`src/rtl/stq_pkg.sv`:
```
package stq_pkg;
  typedef enum logic [1:0] {
    LD_CACHE  = 2'd0,
    LD_FWD    = 2'd1,
    LD_REJECT = 2'd2,
    LD_FLUSH  = 2'd3
  } ld_kind_e;
endpackage

```
`src/rtl/stq_entries.sv`:
```
module stq_entries #(
  parameter int DEPTH  = 8,
  parameter int ADDR_W = 16,
  parameter int DATA_W = 64,
  localparam int IDX_W = $clog2(DEPTH),
  localparam int SEQ_W = IDX_W + 1
) (
  input  logic                           clk,
  input  logic                           rst_n,
  input  logic                           alloc_valid,
  output logic                           alloc_ready,
  output logic [SEQ_W-1:0]               tail_seq,
  output logic [SEQ_W-1:0]               head_seq,
  input  logic                           commit_valid,
  input  logic                           sa_valid,
  input  logic [SEQ_W-1:0]               sa_seq,
  input  logic [ADDR_W-1:0]              sa_addr,
  input  logic [1:0]                     sa_size,
  input  logic                           sd_valid,
  input  logic [SEQ_W-1:0]               sd_seq,
  input  logic [DATA_W-1:0]              sd_data,
  output logic [DEPTH-1:0]               ent_valid,
  output logic [DEPTH-1:0]               ent_addr_v,
  output logic [DEPTH-1:0]               ent_data_v,
  output logic [DEPTH-1:0][ADDR_W-1:0]   ent_addr,
  output logic [DEPTH-1:0][1:0]          ent_size,
  output logic [DEPTH-1:0][DATA_W-1:0]   ent_data
);
  logic [SEQ_W-1:0] count;
  logic alloc_fire, commit_fire, sa_live, sd_live;
  logic [SEQ_W-1:0] sa_dist, sd_dist;

  assign alloc_ready = (count != SEQ_W'(DEPTH));
  assign alloc_fire  = alloc_valid && alloc_ready;
  assign commit_fire = commit_valid && (count != '0);
  // a write is accepted only for a tag currently held in the queue
  assign sa_dist = sa_seq - head_seq;
  assign sd_dist = sd_seq - head_seq;
  assign sa_live = sa_valid && (sa_dist < count);
  assign sd_live = sd_valid && (sd_dist < count);

  always_ff @(posedge clk) begin
    if (!rst_n) begin
      head_seq   <= '0;
      tail_seq   <= '0;
      count      <= '0;
      ent_valid  <= '0;
      ent_addr_v <= '0;
      ent_data_v <= '0;
    end else begin
      if (alloc_fire)  tail_seq <= tail_seq + 1'b1;
      if (commit_fire) head_seq <= head_seq + 1'b1;
      count <= count + SEQ_W'(alloc_fire) - SEQ_W'(commit_fire);
      for (int i = 0; i < DEPTH; i++) begin
        if (commit_fire && head_seq[IDX_W-1:0] == IDX_W'(i)) begin
          ent_valid[i]  <= 1'b0;
          ent_addr_v[i] <= 1'b0;
          ent_data_v[i] <= 1'b0;
        end
        if (sa_live && sa_seq[IDX_W-1:0] == IDX_W'(i)) ent_addr_v[i] <= 1'b1;
        if (sd_live && sd_seq[IDX_W-1:0] == IDX_W'(i)) ent_data_v[i] <= 1'b1;
        if (alloc_fire && tail_seq[IDX_W-1:0] == IDX_W'(i)) begin
          ent_valid[i]  <= 1'b1;
          ent_addr_v[i] <= 1'b0;
          ent_data_v[i] <= 1'b0;
        end
      end
    end
  end

  always_ff @(posedge clk) begin
    for (int i = 0; i < DEPTH; i++) begin
      if (sa_live && sa_seq[IDX_W-1:0] == IDX_W'(i)) begin
        ent_addr[i] <= sa_addr;
        ent_size[i] <= sa_size;
      end
      if (sd_live && sd_seq[IDX_W-1:0] == IDX_W'(i)) ent_data[i] <= sd_data;
    end
  end

  // occupancy never exceeds the slot count
  a_r2_count_bound: assert property (@(posedge clk) disable iff (!rst_n)
    count <= SEQ_W'(DEPTH));
  // the head moves by at most one slot per cycle, in order
  a_r3_head_step: assert property (@(posedge clk) disable iff (!rst_n)
    1'b1 |=> (head_seq == $past(head_seq)) || (head_seq == $past(head_seq) + 1'b1));
  // commit on an empty queue leaves the head in place
  a_r3_empty_commit: assert property (@(posedge clk) disable iff (!rst_n)
    (commit_valid && ent_valid == '0) |=> $stable(head_seq));
endmodule

```
`src/rtl/stq_match.sv`:
```
module stq_match #(
  parameter int DEPTH  = 8,
  parameter int ADDR_W = 16,
  parameter int DATA_W = 64,
  localparam int OFF_W = $clog2(DATA_W / 8)
) (
  input  logic [ADDR_W-1:0]             ld_addr,
  input  logic [1:0]                    ld_size,
  input  logic [DEPTH-1:0][ADDR_W-1:0]  ent_addr,
  input  logic [DEPTH-1:0][1:0]         ent_size,
  output logic [DEPTH-1:0]              ovl,
  output logic [DEPTH-1:0]              cont,
  output logic [DEPTH-1:0][OFF_W-1:0]   off
);
  localparam int EXT_W = ADDR_W + 1;

  logic [EXT_W-1:0] l_lo, l_hi;
  assign l_lo = {1'b0, ld_addr};
  assign l_hi = l_lo + (EXT_W'(1) << ld_size);

  for (genvar g = 0; g < DEPTH; g++) begin : g_ent
    logic [EXT_W-1:0] s_lo, s_hi, delta;
    assign s_lo   = {1'b0, ent_addr[g]};
    assign s_hi   = s_lo + (EXT_W'(1) << ent_size[g]);
    assign delta  = l_lo - s_lo;
    assign ovl[g]  = (l_lo < s_hi) && (s_lo < l_hi);
    assign cont[g] = (l_lo >= s_lo) && (l_hi <= s_hi);
    assign off[g]  = delta[OFF_W-1:0];
  end
endmodule

```
`src/rtl/stq_select.sv`:
```
module stq_select
  import stq_pkg::*;
#(
  parameter int DEPTH  = 8,
  parameter int DATA_W = 64,
  localparam int IDX_W = $clog2(DEPTH),
  localparam int SEQ_W = IDX_W + 1,
  localparam int OFF_W = $clog2(DATA_W / 8),
  localparam int NBYTE = DATA_W / 8
) (
  input  logic                          clk,
  input  logic                          rst_n,
  input  logic [SEQ_W-1:0]              head_seq,
  input  logic [SEQ_W-1:0]              ld_tail,
  input  logic [1:0]                    ld_size,
  input  logic [DEPTH-1:0]              ent_valid,
  input  logic [DEPTH-1:0]              ent_addr_v,
  input  logic [DEPTH-1:0]              ent_data_v,
  input  logic [DEPTH-1:0]              ovl,
  input  logic [DEPTH-1:0]              cont,
  input  logic [DEPTH-1:0][OFF_W-1:0]   off,
  input  logic [DEPTH-1:0][DATA_W-1:0]  ent_data,
  output ld_kind_e                      kind,
  output logic [DATA_W-1:0]             fwd_data
);
  logic             found;
  logic [IDX_W-1:0] sel;
  logic [DATA_W-1:0] shifted, masked;

  // scan from the oldest store; a later hit is younger and overrides
  always_comb begin
    logic [SEQ_W-1:0] window, limit;
    logic [IDX_W-1:0] idx;
    found  = 1'b0;
    sel    = '0;
    idx    = '0;
    window = ld_tail - head_seq;
    limit  = (window > SEQ_W'(DEPTH)) ? '0 : window;
    for (int k = 0; k < DEPTH; k++) begin
      idx = head_seq[IDX_W-1:0] + IDX_W'(k);
      if (SEQ_W'(k) < limit && ent_valid[idx] && ent_addr_v[idx] && ovl[idx]) begin
        found = 1'b1;
        sel   = idx;
      end
    end
  end

  always_comb begin
    shifted = ent_data[sel] >> {off[sel], 3'b000};
    for (int b = 0; b < NBYTE; b++)
      masked[8*b +: 8] = (b < (1 << ld_size)) ? shifted[8*b +: 8] : 8'h00;
  end

  always_comb begin
    if (!found)                 kind = LD_CACHE;
    else if (!cont[sel])        kind = LD_FLUSH;
    else if (!ent_data_v[sel])  kind = LD_REJECT;
    else                        kind = LD_FWD;
  end

  assign fwd_data = (kind == LD_FWD) ? masked : '0;

  // a flush verdict needs some overlapping store
  a_r8_flush_from_overlap: assert property (@(posedge clk) disable iff (!rst_n)
    (kind == LD_FLUSH) |-> (|ovl));
  // forwarding needs a containing store holding data
  a_r6_fwd_has_source: assert property (@(posedge clk) disable iff (!rst_n)
    (kind == LD_FWD) |-> (|(ent_data_v & cont & ovl)));
endmodule

```
`src/rtl/store_fwd_queue.sv`:
```
module store_fwd_queue
  import stq_pkg::*;
#(
  parameter int DEPTH   = 8,
  parameter int ADDR_W  = 16,
  parameter int DATA_W  = 64,
  parameter int GROUP_W = 6,
  localparam int IDX_W  = $clog2(DEPTH),
  localparam int SEQ_W  = IDX_W + 1,
  localparam int OFF_W  = $clog2(DATA_W / 8)
) (
  input  logic               clk,
  input  logic               rst_n,
  input  logic               alloc_valid,
  output logic               alloc_ready,
  output logic [SEQ_W-1:0]   tail_seq,
  input  logic               sa_valid,
  input  logic [SEQ_W-1:0]   sa_seq,
  input  logic [ADDR_W-1:0]  sa_addr,
  input  logic [1:0]         sa_size,
  input  logic               sd_valid,
  input  logic [SEQ_W-1:0]   sd_seq,
  input  logic [DATA_W-1:0]  sd_data,
  input  logic               commit_valid,
  input  logic               ld_valid,
  input  logic [SEQ_W-1:0]   ld_tail,
  input  logic [ADDR_W-1:0]  ld_addr,
  input  logic [1:0]         ld_size,
  input  logic [GROUP_W-1:0] ld_group,
  output logic               rsp_valid,
  output logic [1:0]         rsp_kind,
  output logic [DATA_W-1:0]  rsp_data,
  output logic [GROUP_W-1:0] rsp_group
);
  logic [SEQ_W-1:0]              head_seq;
  logic [DEPTH-1:0]              ent_valid, ent_addr_v, ent_data_v, ovl, cont;
  logic [DEPTH-1:0][ADDR_W-1:0]  ent_addr;
  logic [DEPTH-1:0][1:0]         ent_size;
  logic [DEPTH-1:0][DATA_W-1:0]  ent_data;
  logic [DEPTH-1:0][OFF_W-1:0]   off;
  ld_kind_e                      sel_kind;
  logic [DATA_W-1:0]             sel_data;

  stq_entries #(.DEPTH(DEPTH), .ADDR_W(ADDR_W), .DATA_W(DATA_W)) i_entries (
    .clk(clk), .rst_n(rst_n),
    .alloc_valid(alloc_valid), .alloc_ready(alloc_ready),
    .tail_seq(tail_seq), .head_seq(head_seq),
    .commit_valid(commit_valid),
    .sa_valid(sa_valid), .sa_seq(sa_seq), .sa_addr(sa_addr), .sa_size(sa_size),
    .sd_valid(sd_valid), .sd_seq(sd_seq), .sd_data(sd_data),
    .ent_valid(ent_valid), .ent_addr_v(ent_addr_v), .ent_data_v(ent_data_v),
    .ent_addr(ent_addr), .ent_size(ent_size), .ent_data(ent_data)
  );

  stq_match #(.DEPTH(DEPTH), .ADDR_W(ADDR_W), .DATA_W(DATA_W)) i_match (
    .ld_addr(ld_addr), .ld_size(ld_size),
    .ent_addr(ent_addr), .ent_size(ent_size),
    .ovl(ovl), .cont(cont), .off(off)
  );

  stq_select #(.DEPTH(DEPTH), .DATA_W(DATA_W)) i_select (
    .clk(clk), .rst_n(rst_n),
    .head_seq(head_seq), .ld_tail(ld_tail), .ld_size(ld_size),
    .ent_valid(ent_valid), .ent_addr_v(ent_addr_v), .ent_data_v(ent_data_v),
    .ovl(ovl), .cont(cont), .off(off), .ent_data(ent_data),
    .kind(sel_kind), .fwd_data(sel_data)
  );

  always_ff @(posedge clk) begin
    if (!rst_n) begin
      rsp_valid <= 1'b0;
      rsp_kind  <= LD_CACHE;
      rsp_data  <= '0;
      rsp_group <= '0;
    end else begin
      rsp_valid <= ld_valid;
      rsp_kind  <= ld_valid ? sel_kind : LD_CACHE;
      rsp_data  <= ld_valid ? sel_data : '0;
      rsp_group <= ld_valid ? ld_group : '0;
    end
  end

  // a request is answered in the next cycle
  a_r4_rsp_follows_req: assert property (@(posedge clk) disable iff (!rst_n)
    ld_valid |=> rsp_valid);
  // no response without a request
  a_r4_no_spurious_rsp: assert property (@(posedge clk) disable iff (!rst_n)
    !ld_valid |=> !rsp_valid);
  // data is zero unless forwarding
  a_r10_data_zero: assert property (@(posedge clk) disable iff (!rst_n)
    (rsp_valid && rsp_kind != LD_FWD) |-> (rsp_data == '0));
  // a flush names the load's group
  a_r8_flush_group: assert property (@(posedge clk) disable iff (!rst_n)
    (rsp_valid && rsp_kind == LD_FLUSH) |-> (rsp_group == $past(ld_group)));
endmodule

```
`config.mk`:
```
export PLATFORM = sky130hd
export DESIGN_NAME = store_fwd_queue
export DESIGN_NICKNAME = d
export VERILOG_FILES = /design/src/rtl/stq_pkg.sv /design/src/rtl/stq_entries.sv /design/src/rtl/stq_match.sv /design/src/rtl/stq_select.sv /design/src/rtl/store_fwd_queue.sv
export SDC_FILE = /design/constraint.sdc
export NUM_CORES = 2
export LEC_CHECK = 0
export BUFFER_PORTS_ARGS = -buffer_cell sky130_fd_sc_hd__buf_2
export CAP_MARGIN = 25
export CELL_PAD_IN_SITES_DETAIL_PLACEMENT = 0
export CELL_PAD_IN_SITES_GLOBAL_PLACEMENT = 1
export CORE_MARGIN = 2
export CORE_UTILIZATION = 25
export DETAILED_ROUTE_END_ITERATION = 12
export HOLD_SLACK_MARGIN = 0.1
export PLACE_DENSITY = 0.58
export SYNTH_ARGS = -nofsm -noshare
export SYNTH_HDL_FRONTEND = slang
export SYNTH_SLANG_ARGS = --single-unit
```
`constraint.sdc`:
```
create_clock -name clk -period 7.9 [get_ports clk]
set_input_delay 1.58 -clock clk [delete_from_list [all_inputs] [get_ports clk]]
set_output_delay 1.58 -clock clk [all_outputs]
set_load 0.02 [all_outputs]
```
[Word level (Yosys, flattened, before mapping)]
Index checks and enable logic that the tools add are counted.
Cells by class
  add/sub/neg operators: 31
  reductions and logical operators: 122
  magnitude comparators: 60
  multiplexer cells: 108
  shift-type cells: 11
  bitwise logic cells: 1
  eq/ne operators: 30
Operators with widths (count)
  $lt A16 B17 Y1: 16
  $bmux W64 S3: 1
  $add A16 B17 Y17: 9
  $shl A1 B2 Y17 const A: 9
  $le A17 B17 Y1: 8
  $ge A16 B16 Y1: 8
  $lt A4 B32 Y1 const A: 4
  $bmux W1 S3: 26
  $logic_and A1 B1 Y1: 76
  $mux W1: 66
  $lt A3 B32 Y1 const A: 2
  $mux W64: 1
  $shr A64 B6 Y64: 1
  $eq A3 B3 Y1 const B: 16
  $reduce_bool A2 Y1: 24
  $lt A3 B4 Y1 const B: 9
  $lt A1 B32 Y1 const A: 1
  $lt A2 B32 Y1 const A: 1
  $reduce_and A4 Y1: 8
  $shl A1 B2 Y32 const A: 1
  $mux W3: 9
  $eq A3 B2 Y1 const B: 8
  $sub A3 B3 Y3: 8
  $lt A3 B4 Y1 const A: 4
  22 further kinds: 47
Storage, ports and cells
  output and inout bits: 78
  word-level logic and storage cells: 425
  input bits: 125
  register bits: 765

[Logic depth before layout (Yosys ltp)]
  depth after elaboration: 22
  depth in mapped cells: 34
  depth with buffers taken out: 29

[Modules after synthesis]
A second synthesis with hierarchy kept.
Second synthesis, totals
  cell total of the unflattened synthesis: 4219
  area, all modules: 47244.1 µm²
Modules (own cells, without submodules)
  stq_entries: sequential area each 20419.6 µm², area each 21961.1 µm², cells an instance 921, times used 1
  stq_match: sequential area each 0.0 µm², area each 14447.6 µm², cells an instance 1843, times used 1
  stq_select: sequential area each 0.0 µm², area each 8800.9 µm², cells an instance 1294, times used 1
  store_fwd_queue: sequential area each 1461.4 µm², area each 2034.5 µm², cells an instance 161, times used 1

[Least setup slack after synthesis]
OpenSTA, ideal clock, no wires.
  path type: input -> register
  start: input ld_size[0]
  end: register rsp_data[4]
  data required time: 7780 ps
  setup slack: -258 ps
  cell stages on the path: 28
  library setup time: 120 ps
  arrival: 8038 ps
  buffers on the path: 2
  path through: nor2_1 ha_1 fa_1 a21o_1 a21oi_4 nor2_1 and3_1 xor2_1 inv_1 ha_1 a21o_1 a21o_1 a2111oi_0 a311oi_1 nor4_1 a31oi_1 a21bo_2 a41o_1 a2111oi_2 o21ai_1 o21ai_1 a211oi_1 or4_1 buf_2 and2_1 buf_6 a22o_1 o31a_1
On the way
  word-level cells in the longest chain between the ends: 22
  elaborated cells between the ends (all ways): 90
  classes of those cells: add/sub (1); order compare (17); eq/ne (1); shift (3); mux (43); reduce/logical (25)
RTL lines
  start: declaration: line store_fwd_queue.sv:28  | input logic [1:0] ld_size,
  $shl A1 B2 Y17: line stq_match.sv:19  | assign l_hi = l_lo + (EXT_W'(1) << ld_size);
  $add A16 B17 Y17: line stq_match.sv:19
  $lt A16 B17 Y1: line stq_match.sv:26  | assign ovl[g] = (l_lo < s_hi) && (s_lo < l_hi);
  $logic_and A1 B1 Y1: line stq_match.sv:26
  $bmux W1 S3: line stq_select.sv:41  | if (SEQ_W'(k) < limit && ent_valid[idx] && ent_addr_v[idx] && ovl[idx]) begin
  $mux W1 (not written as such): line stq_select.sv:41
  $logic_and A1 B1 Y1: line stq_select.sv:41
  $mux W3 (8 in series): line stq_select.sv:41
  $bmux W1 S3: line stq_select.sv:57  | else if (!ent_data_v[sel]) kind = LD_REJECT;
  $mux W1 (not written as such): line stq_select.sv:57
  $mux W2: line stq_select.sv:57
  $mux W2: line stq_select.sv:56  | else if (!cont[sel]) kind = LD_FLUSH;
  $mux W2: line stq_select.sv:55  | if (!found) kind = LD_CACHE;
  $eq A2 B1 Y1: line stq_select.sv:61  | assign fwd_data = (kind == LD_FWD) ? masked : '0;
  $reduce_and A4 Y1 (no line)
  end signal: assignment: line store_fwd_queue.sv:78  | rsp_data <= ld_valid ? sel_data : '0;
  end: declaration: line store_fwd_queue.sv:32  | output logic [DATA_W-1:0] rsp_data,
Several ways; a longest one is shown, not always the timed one. The select of a mux whose other input is x is not followed.
A chain may end at the register's enable or synchronous reset.

[Worst setup path after layout]
  start: input ld_size[0]
  end: register rsp_data[26]
The elaborated chain is that of the path after synthesis.

==> metrics.txt <==
# TYPE chip_impl_metric gauge
chip_impl_metric{name="clock_power_share",unit="%"} 27.9
chip_impl_info{name="worst_setup_path_start_kind",value="primary input"} 1
chip_impl_metric{name="worst_path_largest_cell_delay",unit="ps"} 340
chip_impl_metric{name="io_pins",unit=""} 203
chip_impl_info{name="violations",value="antenna rules"} 1
chip_impl_metric{name="final_antenna_net_count",unit=""} 1
chip_impl_metric{name="combinationalPowerShare",unit="%"} 41.6
chip_impl_metric{name="die_width",unit="um"} 447
chip_impl_metric{name="std_cell_rows",unit=""} 162
chip_impl_metric{name="synth-seq-cells",unit=""} 765
chip_impl_metric{name="fin_worst_skew",unit="ps"} 73.1
chip_impl_metric{name="gp_routability_congestion",unit=""} 0.896
chip_impl_info{name="critPathKind",value="in -> reg"} 1
chip_impl_metric{name="synth.cell_area",unit="um^2"} 49100
chip_impl_metric{name="grt_first_pass_wirelength",unit="um"} 280000
chip_impl_metric{name="number_of_h_tree_levels",unit=""} 3
chip_impl_metric{name="final.setup.tns",unit="ps"} 0
chip_impl_metric{name="use_met2",unit="%"} 32.7
chip_impl_metric{name="multi_input_area",unit="um^2"} 26900
chip_impl_metric{name="sinks_on_the_clock_net",unit=""} 765
chip_impl_info{name="netlist_top_cells_area",value="edfxtp_1, ha_1, dfxtp_1"} 1
chip_impl_info{name="hold_path.class",value="reg -> reg"} 1
chip_impl_metric{name="first_global_vias",unit=""} 41200
chip_impl_metric{name="1st_pass_router_iterations",unit=""} 5
chip_impl_metric{name="net-switching-power",unit="uW"} 5740
chip_impl_metric{name="drt-vias-per-instance",unit=""} 5.17
chip_impl_info{name="synth_area_leader_cell",value="edfxtp_1"} 1
chip_impl_metric{name="p_int",unit="uW"} 9870
chip_impl_metric{name="nNetsFinal",unit=""} 6047
chip_impl_metric{name="start_util",unit="%"} 25.2
chip_impl_info{name="status",value="finished, violations left"} 1
chip_impl_metric{name="power_density",unit="nW/um^2"} 247
chip_impl_metric{name="fill_cells",unit=""} 19900
chip_impl_metric{name="min_period_over_period",unit="%"} 98.3
chip_impl_metric{name="power.share.sequential",unit="%"} 30.5
chip_impl_metric{name="syn_to_final_growth",unit="%"} 28.5
chip_impl_metric{name="placed_area",unit="um^2"} 57900
chip_impl_metric{name="floorplan.die.height",unit="um"} 447
chip_impl_info{name="gr-max-usage-layer",value="met2"} 1
chip_impl_info{name="slowest_stage_cell_cp",value="mux2_4"} 1
chip_impl_metric{name="dr_total_vias",unit=""} 41600
chip_impl_metric{name="clk_latency",unit="ps"} 760
chip_impl_metric{name="design.die.area",unit="um^2"} 200000
chip_impl_metric{name="slew-limit-headroom",unit="%"} 26.7
chip_impl_metric{name="final_layout_size_suffix_gt1_share",unit="%"} 23.8
chip_impl_info{name="rsz0062_at_grt",value="true"} 1
chip_impl_metric{name="utilization",unit="%"} 32.4
chip_impl_metric{name="ff_latch_area",unit="um^2"} 21900
chip_impl_metric{name="cts_made_buffers",unit=""} 91
chip_impl_info{name="synthFlopType",value="edfxtp_1"} 1
chip_impl_info{name="tritoncts_clock_tree",value="done"} 1
chip_impl_metric{name="postSynth.asyncResetShare",unit="%"} 0
chip_impl_metric{name="achievable-frequency",unit="MHz"} 129
chip_impl_metric{name="clkSlewWorstSetupHoldPaths",unit="ps"} 60
chip_impl_metric{name="area_share_of_the_largest_cell_type_after_synthesis",unit="%"} 40.1
chip_impl_metric{name="drc",unit=""} 0
chip_impl_metric{name="arrival",unit="ps"} 8410
chip_impl_metric{name="final_period_minus_worst_setup_slack",unit="ps"} 7770
chip_impl_metric{name="synth.net_count",unit=""} 5305
chip_impl_metric{name="grt_util_all_layers",unit="%"} 19.0
chip_impl_metric{name="slew_violations",unit=""} 0
chip_impl_metric{name="antenna_found_initial",unit=""} 36
chip_impl_metric{name="p_leak",unit="uW"} 0.0256
chip_impl_metric{name="synthesis.area_per_instance",unit="um^2"} 10.7
chip_impl_metric{name="transition_time_at_the_pin_with_the_least_slew_margin",unit="ps"} 1100
chip_impl_metric{name="detailedPlacementHpwl",unit="um"} 147000
chip_impl_metric{name="synthDistinctLibCells",unit=""} 105
chip_impl_info{name="critical-path-top-cell-by-count",value="buf_4"} 1
chip_impl_metric{name="critical_path_fanout_max",unit=""} 11
chip_impl_metric{name="grt_max_degree",unit=""} 80
chip_impl_metric{name="routed_wire_length_per_instance",unit="um"} 24.4
chip_impl_info{name="root_buffer",value="clkbuf_16"} 1
chip_impl_metric{name="switching_fraction",unit="%"} 36.8
chip_impl_metric{name="whs",unit="ps"} 465
chip_impl_metric{name="setup-violations-final",unit=""} 0
chip_impl_info{name="setup.worst_path.end_class",value="flip-flop"} 1
chip_impl_metric{name="synth.yosys.warnings",unit=""} 0
chip_impl_metric{name="synth_seq_area_share",unit="%"} 44.6
chip_impl_metric{name="buffer_ports.inserted",unit=""} 202
chip_impl_metric{name="groute.layer.met3.usage",unit="%"} 2.87
chip_impl_metric{name="cts_hold_repair.buffers",unit=""} 0
chip_impl_metric{name="drv.max_cap_violation_count",unit=""} 0
chip_impl_metric{name="grt_overflow_total",unit=""} 0
chip_impl_metric{name="core-area",unit="um^2"} 195000
chip_impl_metric{name="post-route-cell-area",unit="um^2"} 63100
chip_impl_metric{name="post_synth_inst_count",unit=""} 4584
chip_impl_metric{name="synth_edf_count",unit=""} 656
chip_impl_metric{name="worst_ir_drop_vdd",unit="V"} 0.000205
chip_impl_metric{name="final_wirelength",unit="um"} 196000
chip_impl_metric{name="drt_first_iter_violations",unit=""} 3306
chip_impl_metric{name="cts-root-to-sink-buffers",unit=""} 3
chip_impl_metric{name="p_total",unit="uW"} 15600
chip_impl_metric{name="groute.layer.met1.usage",unit="%"} 24.5
chip_impl_metric{name="final_hold_viol_count",unit=""} 0
chip_impl_metric{name="worst-endpoint-required",unit="ps"} 8550
==> metrics by stage <==
step	std cells	setup WS (ps)
finish	8042	134
global route	8032	-78.3
CTS	7970	-35.0
detailed placement	7774	-1670
global placement	7772	-1760
floorplan	4584	1.76
==> path summary, 6_finish.rpt <==
kind / from / to / slack (ps) / cells after the start
setup / recovery: ld_size[0] / rsp_data[26]$_SDFF_PN0_ / 130 / 39
hold / removal: i_entries.ent_valid[6]$_SDFFE_PN0P_ / i_entries.ent_valid[6]$_SDFFE_PN0P_ / 460 / 2
setup reg to reg: i_entries.ent_size[3]$_DFFE_PP_ / rsp_data[4]$_SDFF_PN0_ / 330 / 30
hold reg to reg: i_entries.ent_valid[6]$_SDFFE_PN0P_ / i_entries.ent_valid[6]$_SDFFE_PN0P_ / 460 / 2
==> repair_timing <==
item                       in CTS  in global routing
cloned                          0                  4
setup endpoints to repair      65                 65
gates resized for setup        92                198
pin swaps                      37                 98
setup buffers                  28                 56
==> power groups by stage <==
stage,sequential (uW),combinational [uW],clock (uW)
6_report,4760,6490,4350
5_1_grt,4780,6930,4600
4_1_cts,4760,6040,4450
3_5_place_dp,4840,5850,0
3_3_place_gp,4840,5830,0
2_1_floorplan,4790,3050,0
==> registers in the layout (all words and copies together) (netlist names) <==
signal                count
i_entries.count           4
i_entries.ent_addr      128
i_entries.ent_addr_v      8
i_entries.ent_data      512
i_entries.ent_data_v      8
i_entries.ent_size       16
i_entries.ent_valid       8
i_entries.head_seq        4
i_entries.tail_seq        4
rsp_data                 64
rsp_group                 6
rsp_kind                  2
rsp_valid                 1
==> layout make-up <==
| class | count | share of cell area [%] |
|---|---|---|
| Multi-Input combinational cell | 3418 | 42.7 |
| Sequential cell | 765 | 34.7 |
| Timing Repair Buffer | 856 | 11.4 |
| Tap cell | 2624 | 5.20 |
| Inverter | 194 | 1.16 |
| Antenna cell | 14 | 0.0555 |
| Clock inverter | 49 | 0.928 |
| Clock buffer | 122 | 3.94 |
==> cells by family after synthesis <==
group | Yosys count | synth area share (%)
muxes | 178 | 3.80
adders and majority gates | 596 | 15.5
AOI/OAI and AO/OA | 1321 | 18.5
and+or+nand+nor | 1174 | 11.6
xor gates and xnor gates | 149 | 2.66
DFF | 765 | 44.6
buffers and inverters | 401 | 3.44
==> critical path, delay by kind of cell <==
family	cells	cell delay, ps
mux	3	780
xor+xnor	1	140
compound gates	13	2520
fa+ha+maj	2	490
simple gates	8	1120
buf+inv	12	1740
==> placed cells by master (no fill, tap or decap), types with 97 or more instances in the layout <==
| cell type | netlist | routed |
|---|---|---|
| o221ai_1 | 119 | 114 |
| mux2i_1 | 121 | 97 |
| nand3_1 | 126 | 123 |
| inv_1 | 193 | 187 |
| o21ai_0 | 172 | 147 |
| nand2_1 | 418 | 414 |
| ha_1 | 575 | 566 |
| buf_4 | 17 | 540 |
| nor2_1 | 225 | 201 |
| a21o_1 | 150 | 150 |
| clkbuf_16 | 0 | 97 |
| dfxtp_1 | 109 | 108 |
| o22ai_1 | 155 | 145 |
| xnor2_1 | 126 | 125 |
| edfxtp_1 | 656 | 656 |
| a21oi_1 | 271 | 256 |
| buf_2 | 71 | 201 |
==> routing by layer <==
layer	part of all wire (%)	vias to the layer above	wire length [um]
met5	0.073	-	143
met4	2.9	24	5650
met3	5.5	313	10800
met2	49	1177	95500
met1	43	20800	84300
li1	-	19200	-
==> cell usage after synthesis, types with 27 or more instances <==
cell type / number
o21a_1: 53
nor4_1: 33
mux2_2: 56
inv_1: 193
nor3_1: 59
o211ai_1: 40
a31oi_1: 47
o22ai_1: 155
ha_1: 575
nand4_1: 78
edfxtp_1: 656
and2_1: 30
and3_1: 27
buf_2: 71
dfxtp_1: 109
o21ai_0: 172
nor2_1: 225
a211o_1: 30
nand2b_1: 34
a21o_1: 150
clkbuf_1: 91
nor2b_1: 54
xnor2_1: 126
o221ai_1: 119
nand2_1: 418
nand3_1: 126
a211oi_1: 83
mux2i_1: 121
a21oi_1: 271
(Power assumes the default switching activity.)
